File: src/rtl/smb_blkrd_pkg.sv
package smb_blkrd_pkg;

  typedef enum logic [2:0] {
    ST_IDLE,
    ST_ADDR,
    ST_ADDR_ACK,
    ST_CMD,
    ST_RX_ACK,
    ST_WDATA,
    ST_TX,
    ST_TX_ACK
  } bus_st_t;

  localparam logic [7:0] BLOCK_READ_CMD = 8'hFD;

  // one byte through a CRC-8 register, MSB first
  function automatic logic [7:0] crc8_fold(input logic [7:0] seed,
                                           input logic [7:0] din,
                                           input logic [7:0] poly);
    logic [7:0] r;
    r = seed ^ din;
    for (int i = 0; i < 8; i++) begin
      r = r[7] ? ((r << 1) ^ poly) : (r << 1);
    end
    return r;
  endfunction

endpackage

File: src/rtl/smb_line_sync.sv
module smb_line_sync #(
  parameter int STAGES = 2
) (
  input  logic clk,
  input  logic rst,
  input  logic scl_i,
  input  logic sda_i,
  output logic sda_s,
  output logic scl_rise,
  output logic scl_fall,
  output logic start_ev,
  output logic stop_ev
);

  logic [STAGES-1:0] scl_ff;
  logic [STAGES-1:0] sda_ff;
  logic              scl_q;
  logic              sda_q;
  logic              scl_s;

  always_ff @(posedge clk) begin
    if (rst) begin
      scl_ff <= '1;
      sda_ff <= '1;
      scl_q  <= 1'b1;
      sda_q  <= 1'b1;
    end else begin
      scl_ff <= {scl_ff[STAGES-2:0], scl_i};
      sda_ff <= {sda_ff[STAGES-2:0], sda_i};
      scl_q  <= scl_ff[STAGES-1];
      sda_q  <= sda_ff[STAGES-1];
    end
  end

  assign scl_s    = scl_ff[STAGES-1];
  assign sda_s    = sda_ff[STAGES-1];
  assign scl_rise = scl_s & ~scl_q;
  assign scl_fall = ~scl_s & scl_q;
  assign start_ev = scl_s & scl_q & sda_q & ~sda_s;
  assign stop_ev  = scl_s & scl_q & ~sda_q & sda_s;

endmodule

File: src/rtl/smb_byte_mem.sv
module smb_byte_mem #(
  parameter int DEPTH = 64,
  localparam int AW   = $clog2(DEPTH)
) (
  input  logic          clk,
  input  logic          we,
  input  logic [AW-1:0] waddr,
  input  logic [7:0]    wdata,
  input  logic [AW-1:0] raddr,
  output logic [7:0]    rdata
);

  logic [7:0] store [DEPTH];

  always_ff @(posedge clk) begin
    if (we) begin
      store[waddr] <= wdata;
    end
    rdata <= store[raddr];
  end

endmodule

File: src/rtl/smb_crc8.sv
module smb_crc8 #(
  parameter logic [7:0] POLY = 8'h07
) (
  input  logic       clk,
  input  logic       rst,
  input  logic       upd,
  input  logic       restart,
  input  logic [7:0] din,
  output logic [7:0] crc
);

  import smb_blkrd_pkg::*;

  always_ff @(posedge clk) begin
    if (rst) begin
      crc <= 8'h00;
    end else if (upd) begin
      crc <= crc8_fold(restart ? 8'h00 : crc, din, POLY);
    end
  end

endmodule

File: src/rtl/smb_blkrd_target.sv
module smb_blkrd_target #(
  parameter logic [6:0] OWN_ADDR    = 7'h34,
  parameter int         MEM_DEPTH   = 64,
  parameter int         BLK_LEN     = 32,
  parameter logic [7:0] CRC_POLY    = 8'h07,
  parameter int         SYNC_STAGES = 2,
  localparam int        AW          = $clog2(MEM_DEPTH),
  localparam int        IDX_W       = $clog2(BLK_LEN + 2)
) (
  input  logic          clk,
  input  logic          rst,
  input  logic          scl_i,
  input  logic          sda_i,
  input  logic          pec_en,
  input  logic          fill_we,
  input  logic [AW-1:0] fill_addr,
  input  logic [7:0]    fill_data,
  output logic          sda_oe
);

  import smb_blkrd_pkg::*;

  localparam logic [7:0]       CNT_BYTE = 8'(BLK_LEN);
  localparam logic [IDX_W-1:0] LAST_IDX = IDX_W'(BLK_LEN);
  localparam logic [AW-1:0]    TOP_PTR  = AW'(MEM_DEPTH - 1);

  logic             sda_s, scl_rise, scl_fall, start_ev, stop_ev;
  bus_st_t          st;
  logic [3:0]       bitcnt;
  logic [7:0]       shreg;
  logic             rw;
  logic             armed;
  logic             mack;
  logic [AW-1:0]    ptr;
  logic [IDX_W-1:0] idx;
  logic [7:0]       mem_rdata;
  logic [7:0]       crc_val;
  logic             crc_upd, crc_restart;
  logic [7:0]       crc_din;

  logic addr_hit, is_blk_cmd, is_ptr_cmd, byte_done, tx_is_data;
  logic more_data, pec_next;
  logic [7:0] next_tx;

  smb_line_sync #(.STAGES(SYNC_STAGES)) i_sync (
    .clk(clk), .rst(rst), .scl_i(scl_i), .sda_i(sda_i), .sda_s(sda_s),
    .scl_rise(scl_rise), .scl_fall(scl_fall),
    .start_ev(start_ev), .stop_ev(stop_ev)
  );

  smb_byte_mem #(.DEPTH(MEM_DEPTH)) i_mem (
    .clk(clk), .we(fill_we), .waddr(fill_addr), .wdata(fill_data),
    .raddr(ptr), .rdata(mem_rdata)
  );

  smb_crc8 #(.POLY(CRC_POLY)) i_crc (
    .clk(clk), .rst(rst), .upd(crc_upd), .restart(crc_restart),
    .din(crc_din), .crc(crc_val)
  );

  always_comb begin
    addr_hit   = (shreg[7:1] == OWN_ADDR);
    is_blk_cmd = (shreg == BLOCK_READ_CMD);
    is_ptr_cmd = (int'(shreg) < MEM_DEPTH);
    byte_done  = scl_fall && (bitcnt == 4'd8);
    tx_is_data = (idx != '0) && (idx <= LAST_IDX);
    more_data  = (idx < LAST_IDX);
    pec_next   = (idx == LAST_IDX) && pec_en;
    next_tx    = more_data ? mem_rdata : crc_val;
  end

  always_ff @(posedge clk) begin
    if (rst) begin
      st          <= ST_IDLE;
      bitcnt      <= '0;
      shreg       <= '0;
      sda_oe      <= 1'b0;
      rw          <= 1'b0;
      armed       <= 1'b0;
      mack        <= 1'b0;
      ptr         <= '0;
      idx         <= '0;
      crc_upd     <= 1'b0;
      crc_restart <= 1'b0;
      crc_din     <= '0;
    end else begin
      crc_upd     <= 1'b0;
      crc_restart <= 1'b0;
      if (stop_ev) begin
        st     <= ST_IDLE;
        sda_oe <= 1'b0;
        armed  <= 1'b0;
        bitcnt <= '0;
      end else if (start_ev) begin
        st     <= ST_ADDR;
        sda_oe <= 1'b0;
        bitcnt <= '0;
      end else begin
        case (st)
          ST_ADDR, ST_CMD, ST_WDATA: begin
            if (scl_rise && bitcnt != 4'd8) begin
              shreg  <= {shreg[6:0], sda_s};
              bitcnt <= bitcnt + 4'd1;
            end else if (byte_done) begin
              if (st == ST_ADDR) begin
                if (addr_hit && (!shreg[0] || armed)) begin
                  sda_oe      <= 1'b1;
                  rw          <= shreg[0];
                  st          <= ST_ADDR_ACK;
                  crc_upd     <= 1'b1;
                  crc_restart <= !shreg[0];
                  crc_din     <= shreg;
                  if (!shreg[0]) armed <= 1'b0;
                end else begin
                  st    <= ST_IDLE;
                  armed <= 1'b0;
                end
              end else if (st == ST_CMD) begin
                if (is_blk_cmd) begin
                  armed   <= 1'b1;
                  sda_oe  <= 1'b1;
                  st      <= ST_RX_ACK;
                  crc_upd <= 1'b1;
                  crc_din <= shreg;
                end else if (is_ptr_cmd) begin
                  ptr     <= shreg[AW-1:0];
                  armed   <= 1'b0;
                  sda_oe  <= 1'b1;
                  st      <= ST_RX_ACK;
                  crc_upd <= 1'b1;
                  crc_din <= shreg;
                end else begin
                  st <= ST_IDLE;
                end
              end else begin
                sda_oe <= 1'b1;
                st     <= ST_RX_ACK;
              end
            end
          end
          ST_ADDR_ACK: begin
            if (scl_fall) begin
              bitcnt <= '0;
              if (rw) begin
                st      <= ST_TX;
                shreg   <= CNT_BYTE;
                sda_oe  <= ~CNT_BYTE[7];
                idx     <= '0;
                armed   <= 1'b0;
                crc_upd <= 1'b1;
                crc_din <= CNT_BYTE;
              end else begin
                st     <= ST_CMD;
                sda_oe <= 1'b0;
              end
            end
          end
          ST_RX_ACK: begin
            if (scl_fall) begin
              sda_oe <= 1'b0;
              bitcnt <= '0;
              st     <= ST_WDATA;
            end
          end
          ST_TX: begin
            if (scl_rise) begin
              bitcnt <= bitcnt + 4'd1;
            end else if (scl_fall) begin
              if (bitcnt == 4'd8) begin
                sda_oe <= 1'b0;
                st     <= ST_TX_ACK;
                if (tx_is_data) begin
                  ptr <= (ptr == TOP_PTR) ? '0 : ptr + 1'b1;
                end
              end else begin
                shreg  <= {shreg[6:0], 1'b0};
                sda_oe <= ~shreg[6];
              end
            end
          end
          ST_TX_ACK: begin
            if (scl_rise) begin
              mack <= ~sda_s;
            end else if (scl_fall) begin
              if (mack && (more_data || pec_next)) begin
                shreg   <= next_tx;
                sda_oe  <= ~next_tx[7];
                idx     <= idx + 1'b1;
                bitcnt  <= '0;
                st      <= ST_TX;
                crc_upd <= more_data;
                crc_din <= next_tx;
              end else begin
                st <= ST_IDLE;
              end
            end
          end
          default: begin
            sda_oe <= 1'b0;
          end
        endcase
      end
    end
  end

endmodule

File: config.mk
export PLATFORM = sky130hd
export DESIGN_NAME = smb_blkrd_target
export DESIGN_NICKNAME = d
export VERILOG_FILES = /design/src/rtl/smb_blkrd_pkg.sv /design/src/rtl/smb_line_sync.sv /design/src/rtl/smb_byte_mem.sv /design/src/rtl/smb_crc8.sv /design/src/rtl/smb_blkrd_target.sv
export SDC_FILE = /design/constraint.sdc
export NUM_CORES = 1
export LEC_CHECK = 0
export BUFFER_PORTS_ARGS = -buffer_cell sky130_fd_sc_hd__buf_2
export CORE_MARGIN = 4
export CORE_UTILIZATION = 50
export CTS_BUF_LIST = sky130_fd_sc_hd__clkbuf_4
export DETAILED_ROUTE_END_ITERATION = 6
export GPL_ROUTABILITY_DRIVEN = 0
export GPL_TIMING_DRIVEN = 0
export PLACE_DENSITY = 0.65
export SLEW_MARGIN = 20
export SYNTH_ARGS = -nofsm -noshare
export SYNTH_HDL_FRONTEND = slang
export SYNTH_SLANG_ARGS = --single-unit
File: constraint.sdc
create_clock -name clk -period 3.9 [get_ports clk]
set_clock_uncertainty 0.15 [all_clocks]
set_input_delay 0.195 -clock clk [delete_from_list [all_inputs] [get_ports clk]]
set_output_delay 0.195 -clock clk [all_outputs]
set_load 0.02 [all_outputs]
==> results.md, run 1 <==
* WP data arrival at 4.44 ns
* Synth Area per Inst at 18.25 um2
* DIE AREA at 50250 um2
* Slew Viols, Final at 0
* Area contributors post-synth: edfxtp_1 66%, mux4_2 15%, dfxtp_1 5.4%
* Internal Power at 9317 uW
* Endpoints failing setup at 0
* Layout cells sized above 1 at 0.2780
* Mapped Nets at 1305
* # port buffers at 14
* Post-synth EDFFs at 512
* Slew @ Worst Pin at 1.031 ns
* Drt wl/cell at 24.74 um
* CTS Buf Count at 144
* Top_reg_cell synth: edfxtp_1
* Leak pwr at 0.008171 uW
* ANT nets after route at 0
* Via count at 12681
* Root buffer cell: clkbuf_4
* # resized after CTS at 0
* CP max stage cell: buf_1
* Clk buf depth at 3
* Critical Path End Type: flop
* Worst rel slew slack at 0.3130
* Top cell family by delay on the critical path: buffers and inverters
* Critical path, cell by cell: clkbuf_1, clkbuf_1, buf_1, mux4_2, mux4_2, mux2i_1, a21oi_1
* Post-synthesis mux area share at 0.1639
* WP buf/inv at 3
* Post-Synth XOR/XNOR Area at 0.01344
* Synth cell count leaders: 512 x edfxtp_1, 160 x mux4_2, 137 x nor2_1, 63 x dfxtp_1, 45 x clkbuf_1
* Reg clk slew, reported paths at 0.07 ns
* Synth unique cells at 64
* Final Critical Period at 3.784 ns
* Setup TNS at 0 ns
* Final WS setup at 0.1163 ns
* Top-count cell post-synth: edfxtp_1
* Fillers at 3503
* Asr flop ratio synth at 0
* Critical Path RT at 4.56 ns
* Peak supply drop at 0.2966 mV
* Failing checks: DRC
* Status: finished, violations left
* Multi-input logic area at 6399 um2
* Detailed-route wire length at 53650 um
* Setup WS pre-CTS at 0.2294 ns
* GRT Overall Usage at 0.2190
* Combinational Power Share at 0.020
* Gr ovfl total at 0
* Register area at 16640 um2
* Yosys warns at 0
* DP Wirelength at 33660 um
* First-pass GRT wire length at 80090 um
* Mapped Cells at 1280
* CTS tree: yes
* Seq/Total Area, Yosys at 0.7121
* PwrDens at 453.0 nW/um2
* Hold Path Class: in -> reg
* Synth Area in Adders at 0.002678
* Largest net degree at the start of global routing at 65
* Clk pwr share at 0.411
* Core area at 45770 um2
* Std cell rows at 78
* Fin util at 0.5725
* Final period utilization at 0.9702
* Clock latency on the worst-skew pair at 0.97 ns
* Via density at 5.846
* Area delta synth->final at 12.18%
* Maximum clock rate at 0.2643 GHz
* Htree depth at 4
* Fin. Hold Viols at 0
* Number of max-cap violations at 0
* Sw Ratio at 0.2152
* Die Wd at 224.2 um
* Area leader, netlist: edfxtp_1
* Worst stage delay on the critical path at 0.77 ns
* Die Y at 224.2 um
* Startpoint Class: flop
* TritonRoute pass-1 iters at 7
* Post-synthesis register bit count at 575
* Switching power at 2555 uW
* Fin nets at 1487
* Largest family of logic cells by synthesized area: multiplexers
* Compound-Gate Fraction of Synth Area at 0.03749
* Initial antenna violation count at 2
* Drc violations at 2
* TritonCTS Sinks at 575
* Starting density of the core at 0.5104
* RSZ-0062 raised after global routing: no
* Ports at 21
* Mapped Area at 23360 um2
* DRT iter0 DRCs at 1121
* Simple-gate area share of the yosys netlist at 0.05597
* Worst-path maximum fanout at 10
* Area fraction of the dominant cell type after synthesis at 0.6581
* Worst Path Class, Setup: reg -> reg
* Flop pwr share at 0.569
* Vias in the first global route at 13012
-- final cells by class --
class | instances | share of cell area
Tap cell | 600 | 0.02865
Timing Repair Buffer | 36 | 0.01184
Sequential cell | 575 | 0.6348
Multi-Input combinational cell | 622 | 0.2442
Inverter | 10 | 0.001432
Buffer | 73 | 0.01141
Antenna cell | 4 | 0.0003820
Clock buffer | 208 | 0.05958
Clock inverter | 41 | 0.007735
-- layer usage --
| metal | vias to the layer above | track usage | part of all wire |
|---|---|---|---|
| met5 | - | 0 | 0 |
| met4 | 0 | 0.08849 | 0.029 |
| met3 | 100 | 0.06238 | 0.072 |
| met2 | 509 | 0.3566 | 0.50 |
| met1 | 6448 | 0.2813 | 0.40 |
| li1 | 5624 | - | - |
-- power groups by stage --
stage | registers, uW | clock network, uW | logic [uW]
2_1_floorplan | 6880 | 0 | 85.9
3_3_place_gp | 6890 | 0 | 212
3_5_place_dp | 6890 | 0 | 223
4_1_cts | 6760 | 5000 | 239
5_1_grt | 6750 | 5350 | 259
6_report | 6750 | 4880 | 240
-- worst reg2reg max path, delay by kind of cell, from the launching register on --
family                 cells  cell delay [ns]
AO/OA/AOI/OAI              1             0.14
buffers and inverters      3             1.71
flip-flops                 1             0.34
multiplexers               3             1.30
-- placed cells by master (no fill, tap or decap), drive strengths merged, types with 20 or more instances in the layout --
cell type and count:
a211oi 22, a21oi 43, buf 42, clkbuf 253
clkinv 33, dfxtp 63, dlygate4sd3 22, edfxtp 512
mux4 160, nand2 41, nor2 137, nor2b 20
o21ai 23
-- worst paths after layout --
kind / from / to / slack (ns) / cells past startpoint
setup / recovery: ptr[1] / i_mem.rdata[7] / 0.12 / 7
hold / removal: fill_addr[5] / i_mem.store[32][7] / 0.12 / 4
setup reg to reg: ptr[1] / i_mem.rdata[7] / 0.12 / 7
hold reg to reg: i_sync.scl_ff[0] / i_sync.scl_ff[1] / 0.27 / 1
-- per-stage QoR --
stage | instances | total power [uW] | hold slack [ns] | area, um2
after floorplan | 1280 | 6970 | 0.1439 | 23360
after global placement | 1894 | 7100 | 0.2262 | 24180
after detailed placement | 1894 | 7115 | 0.2336 | 24190
after CTS | 2165 | 11990 | 0.002697 | 26180
after global routing | 2166 | 12360 | 0.1132 | 26200
final | 2169 | 11870 | 0.1163 | 26210
-- cell families (layout without fill, tap and decap cells) --
family	Yosys count	after routing
buffers and inverters	83	368
AOI/OAI and AO/OA	132	132
adders and majority gates	5	5
xor gates and xnor gates	28	28
DFF	575	575
and+or+nand+nor	275	275
other	0	4
muxes	182	182
-- state kept, by name, indices dropped and copies added (netlist names), 2 cells and up --
signal / cells
i_mem.store: 512
i_crc.crc: 8
i_sync.scl_ff: 2
shreg: 8
ptr: 6
crc_din: 8
i_mem.rdata: 8
i_sync.sda_ff: 2
st: 3
idx: 6
bitcnt: 4
-- what timing repair did --
| item | 4_1_cts | 5_1_grt |
|---|---|---|
| buffers inserted | 0 | 0 |
| setup endpoints to repair | 0 | 0 |
| endpoints found under the hold margin | 631 | 0 |
| hold buffers | 22 | 0 |
Power figures use the tool's default switching activity.
==> inputs of run 2 (changes only) <==
Settings changed: ABC_AREA set to 1, BUFFER_PORTS_ARGS -buffer_cell sky130_fd_sc_hd__buf_2 to not set, DONT_BUFFER_PORTS set to 1, PLACE_DENSITY 0.65 to not set.
==> results.md, run 2 <==
* Critical Path End Type: flop
* Status: finished clean
* Sw Ratio at 0.2606
* Drc violations at 0
* DRT iter0 DRCs at 2009
* Switching power at 3540 uW
* Setup WS pre-CTS at 1.097 ns
* Layout cells sized above 1 at 0.1512
* Fillers at 4296
* Slew Viols, Final at 0
* Flop pwr share at 0.507
* Final period utilization at 0.7200
* Initial antenna violation count at 2
* Worst-path maximum fanout at 10
* Largest family of logic cells by synthesized area: simple AND/OR/NAND/NOR gates
* Worst stage delay on the critical path at 0.63 ns
* Worst Path Class, Setup: reg -> reg
* Synth Area in Adders at 0.002513
* CTS Buf Count at 152
* Number of max-cap violations at 0
* Synth cell count leaders: 512 x edfxtp_1, 484 x nor2_1, 339 x nand2_1, 254 x o21ai_0, 144 x nand3_1
* Area delta synth->final at 13.65%
* Most common cell on crit path: nand2_1
* Final Critical Period at 2.808 ns
* Worst rel slew slack at 0.2493
* Vias in the first global route at 18310
* GRT Overall Usage at 0.2832
* # resized after CTS at 0
* Peak supply drop at 0.3172 mV
* Drt wl/cell at 22.55 um
* Starting density of the core at 0.5075
* Seq/Total Area, Yosys at 0.6683
* Gr ovfl total at 0
* DIE AREA at 53420 um2
* Internal Power at 10040 uW
* Die Y at 231.1 um
* RSZ-0062 raised after global routing: no
* Clock latency on the worst-skew pair at 1.02 ns
* Ports at 21
* Biggest register: i_mem.store
* Commonest non-fill, non-tap cell in the layout: edfxtp_1
* Post-synth EDFFs at 512
* Detailed-route wire length at 74440 um
* Via density at 5.626
* Post-synthesis register bit count at 575
* Area contributors post-synth: edfxtp_1 62%, nor2_1 7.3%, nand2_1 5.1%
* Via count at 18570
* Area leader, netlist: edfxtp_1
* Clk pwr share at 0.394
* # port buffers at 0
* Critical path, cell by cell: buf_4, inv_2, buf_6, clkbuf_1, o21ai_0, a21oi_1, nor2_1, nand2_1, nand3_1, nand2_1
* ANT nets after route at 0
* Post-synthesis mux area share at 0
* Mapped Cells at 2323
* Synth unique cells at 47
* Std cell rows at 81
* Most frequent cells in the layout: 512 x edfxtp_1, 484 x nor2_1, 339 x nand2_1
* Slew @ Worst Pin at 1.122 ns
* DP Wirelength at 48860 um
* Compound-Gate Fraction of Synth Area at 0.09304
* Post-Synth XOR/XNOR Area at 0.005278
* Asr flop ratio synth at 0
* Root buffer cell: clkbuf_4
* Die Wd at 231.1 um
* Synth Area per Inst at 10.72 um2
* Simple-gate area share of the yosys netlist at 0.1873
* TritonRoute pass-1 iters at 5
* TritonCTS Sinks at 575
* Post-CTS setup buffer count at 0
* Leak pwr at 0.01017 uW
* Yosys warns at 0
* PwrDens at 480.2 nW/um2
* CP max stage cell: clkbuf_1
* Critical Path RT at 4.69 ns
* Reg clk slew, reported paths at 0.07 ns
* Largest net degree at the start of global routing at 65
* Htree depth at 4
* Power Total at 13580 uW
* Area fraction of the dominant cell type after synthesis at 0.6176
* WP buf/inv at 4
* Top-count cell post-synth: edfxtp_1
* Fin util at 0.5767
* WP data arrival at 3.60 ns
* Mapped Nets at 2348
* Hold Path Class: in -> reg
* Top_reg_cell synth: edfxtp_1
* Setup TNS at 0 ns
* Top cell family by delay on the critical path: buffers and inverters
* Maximum clock rate at 0.3561 GHz
* Mapped Area at 24890 um2
* Fin. Hold Viols at 0
* Core area at 49050 um2
* Final WS setup at 1.092 ns
* Combinational Power Share at 0.099
* Clk buf depth at 3
* First-pass GRT wire length at 111800 um
* Max FFs per register at 512
* Startpoint Class: flop
* Endpoints failing setup at 0
* Fin nets at 2547
* CTS tree: yes
run 2: cell count changes in the layout (fill, tap and decap cells not counted), moves of 18 or more:
cell / previous run / this run
nor2_1: 137 / 484
nand2_1: 41 / 339
o21ai_0: 21 / 254
mux4_2: 160 / 0
nand3_1: 14 / 144
inv_1: 10 / 92
o211ai_1: 0 / 64
o21ai_1: 1 / 29
a21oi_1: 43 / 67
a211oi_1: 22 / 1
clkbuf_4: 208 / 229
nor2b_1: 20 / 0
buf_6: 0 / 18
mux2i_1: 18 / 0
run 2: cell families (layout without fill, tap and decap cells):
family / Yosys count / after routing
adder cells (fa/ha/maj): 5 / 5
other: 0 / 4
AND/OR/NAND/NOR: 1074 / 1074
XOR/XNOR: 15 / 15
flip-flops: 575 / 575
buffers and inverters: 228 / 538
AO/OA/AOI/OAI: 426 / 426
run 2: worst reg2reg max path, stage by stage, from the launching register on:
cell      delay (ns)
dfxtp_1         0.32
buf_4           0.20
inv_2           0.10
buf_6           0.15
clkbuf_1        0.63
o21ai_0         0.22
a21oi_1         0.52
nor2_1          0.23
nand2_1         0.10
nand3_1         0.06
nand2_1         0.07
run 2: metal layers:
layer	share of wire	vias to the layer above	GRT usage
met5	0	-	0
met4	0.039	0	0.1220
met3	0.085	172	0.07239
met2	0.46	883	0.4455
met1	0.41	8942	0.3762
li1	-	8573	-
run 2: final cells by class:
cell class	count	area, um2	share of cell area
antenna	4	10.01	0.0003538
buffer	120	670.6	0.02371
clock buffer	229	1719	0.06077
clock inverter	36	232.7	0.008226
inverter	108	412.9	0.01460
multi-input combinational	1520	7204	0.2547
sequential	575	16640	0.5881
tap	664	830.8	0.02937
timing repair buffer	45	573.1	0.02026
run 2: repair_timing:
item                                    CTS  global route
setup endpoints to repair                 0             0
endpoints found under the hold margin  1064             0
hold buffers                             40             0
run 2: power by group through the flow:
stage | sequential (uW) | clock, uW | combinational, uW
floorplan | 7000 | 0 | 934
global route | 6900 | 5810 | 1500
finish | 6890 | 5350 | 1340
CTS | 6890 | 5430 | 1330
global placement | 7020 | 0 | 1140
detailed placement | 7020 | 0 | 1160
run 2: through the flow:
stage	cell area, um2	cells	hold WS (ns)
finish	28290	3301	0.08635
global route	28290	3300	0.03457
CTS	28280	3297	0.004739
floorplan	24890	2323	0.1439
global placement	25720	2987	0.1505
detailed placement	25790	2992	0.1493
run 2: final timing paths:
| check | startpoint | end | slack (ns) | cells past startpoint |
|---|---|---|---|---|
| max | ptr[0] | i_mem.rdata[4] | 1.09 | 10 |
| min | fill_data[1] | i_mem.store[34][1] | 0.09 | 2 |
| max reg2reg | ptr[0] | i_mem.rdata[4] | 1.09 | 10 |
| min reg2reg | i_sync.scl_ff[0] | i_sync.scl_ff[1] | 0.26 | 1 |
==> inputs of run 3 (changes only) <==
Settings changed: ABC_AREA 1 to 0, PLACE_DENSITY set to 0.68.
Clock period 3.9 ns to 2.5 ns, I/O delays scaled along.
==> results.md, run 3 (synthesized netlist as in run 1, its figures left out) <==
* Area delta synth->final at 17.36%
* Starting density of the core at 0.5104
* Endpoints failing setup at 30
* Critical Path End Type: flop
* Die Y at 224.2 um
* TritonCTS Sinks at 575
* Worst stage delay on the critical path at 0.58 ns
* Critical Path RT at 3.15 ns
* Std cell rows at 78
* Worst rel slew slack at 0.2884
* Die Wd at 224.2 um
* WP buf/inv at 3
* Peak supply drop at 0.4830 mV
* Leak pwr at 0.008644 uW
* Core area at 45770 um2
* Drc violations at 0
* Gr ovfl total at 0
* ANT nets after route at 0
* # port buffers at 0
* Final Critical Period at 2.620 ns
* Worst-path maximum fanout at 10
* Final period utilization at 1.048
* Startpoint Class: flop
* Ports at 21
* Status: finished, violations left
* Fin nets at 1518
* Commonest non-fill, non-tap cell in the layout: edfxtp_1
* Top cell family by delay on the critical path: multiplexers
* Slew @ Worst Pin at 1.064 ns
* Flop-to-flop setup slack at -0.12 ns
* Setup WS pre-CTS at -1.164 ns
* PwrDens at 688.6 nW/um2
* Slew Viols, Final at 0
* Fillers at 3308
* Global Route met3 Usage at 0.07666
* Fin. Hold Viols at 0
* WP data arrival at 3.27 ns
* Maximum clock rate at 0.3816 GHz
* Max FFs per register at 512
* GRT Overall Usage at 0.2314
* Drt wl/cell at 26.07 um
* Layout cells sized above 1 at 0.3333
* GR Util met2 at 0.3732
* Htree depth at 4
* First-pass GRT wire length at 84410 um
* Detailed-route wire length at 57070 um
* CP max stage cell: mux4_2
* Most frequent cells in the layout: 512 x edfxtp_1, 214 x clkbuf_4, 160 x mux4_2
* Biggest register: i_mem.store
* DRT iter0 DRCs at 1330
* Power Total at 18880 uW
* DP Wirelength at 33530 um
* Number of max-cap violations at 0
* Initial antenna violation count at 2
* Placed insts at 1880
* Gr busiest metal: met2
* RSZ-0062 raised after global routing: yes
* Clock latency on the worst-skew pair at 0.93 ns
* Vias in the first global route at 13410
* Critical path, cell by cell: buf_12, clkbuf_16, buf_12, mux4_2, mux4_2, a22oi_2, nand2_1
* Hold Path Class: in -> reg
* TritonRoute pass-1 iters at 7
* Failing checks: setup timing
* Final WS setup at -0.1203 ns
* CTS tree: yes
* Largest net degree at the start of global routing at 65
* Reg clk slew, reported paths at 0.06 ns
* Post-route insts no fill at 2189
* CTS Buf Count at 146
* Via density at 6.024
* Met1 Track Usage GR at 0.2994
* DIE AREA at 50250 um2
* Clk buf depth at 3
* Worst Path Class, Setup: reg -> reg
* Root buffer cell: clkbuf_4
* Via count at 13186
-- run 3: cell count changes in the layout (fill, tap and decap cells not counted), moves of 29 or more --
| cell | before | now |
|---|---|---|
| nor2_1 | 484 | 122 |
| o21ai_1 | 29 | 0 |
| o211ai_1 | 64 | 0 |
| inv_1 | 92 | 8 |
| nand2_1 | 339 | 41 |
| o21ai_0 | 254 | 21 |
| mux4_2 | 0 | 160 |
| nand3_1 | 144 | 14 |
-- run 3: layout make-up --
type	instances	area, um2	area share
sequential	575	16640	0.6070
multi-input combinational	622	6621	0.2415
clock buffer	211	1584	0.05778
timing repair buffer	68	879.6	0.03208
tap	600	750.7	0.02738
buffer	70	664.4	0.02423
clock inverter	31	229.0	0.008352
inverter	10	40.04	0.001460
antenna	2	5.005	0.0001825
-- run 3: where the power goes --
part	internal, uW	switching (uW)	total (uW)
clock	4170	3720	7890
combinational	142	314	456
sequential	10500	24.3	10500
-- run 3: worst paths after layout --
path                        to  depth (start not counted)        startpoint
max             i_mem.rdata[0]                          7            ptr[0]
min          i_mem.store[1][2]                          2      fill_data[2]
max reg2reg     i_mem.rdata[0]                          7            ptr[0]
min reg2reg   i_sync.sda_ff[1]                          1  i_sync.sda_ff[0]
-- run 3: repair_timing --
item	4_1_cts	5_1_grt
setup buffers	16	5
hold buffers	44	0
gates resized for setup	126	50
cloned	2	1
endpoints found under the setup margin	33	81
endpoints found under the hold margin	877	0
pin swaps	10	12
-- run 3: routing by layer --
| metal | wire (um) | vias up |
|---|---|---|
| met2 | 28790 | 649 |
| met3 | 5011 | 115 |
| met4 | 1135 | 2 |
| met1 | 22050 | 6738 |
| li1 | - | 5682 |
| met5 | 82 | - |
-- run 3: metrics by stage --
step | cell area (um2) | utilization | hold WS (ns) | setup TNS, ns
global route | 27420 | 0.5990 | 0.01519 | -1.692
detailed placement | 24130 | 0.5271 | 0.07893 | -28.10
CTS | 27160 | 0.5934 | 0.01188 | -0.3502
global placement | 24120 | 0.5269 | 0.07929 | -19.50
floorplan | 23370 | - | 0.07387 | -0.09303
finish | 27420 | 0.5990 | 0.09289 | -1.859
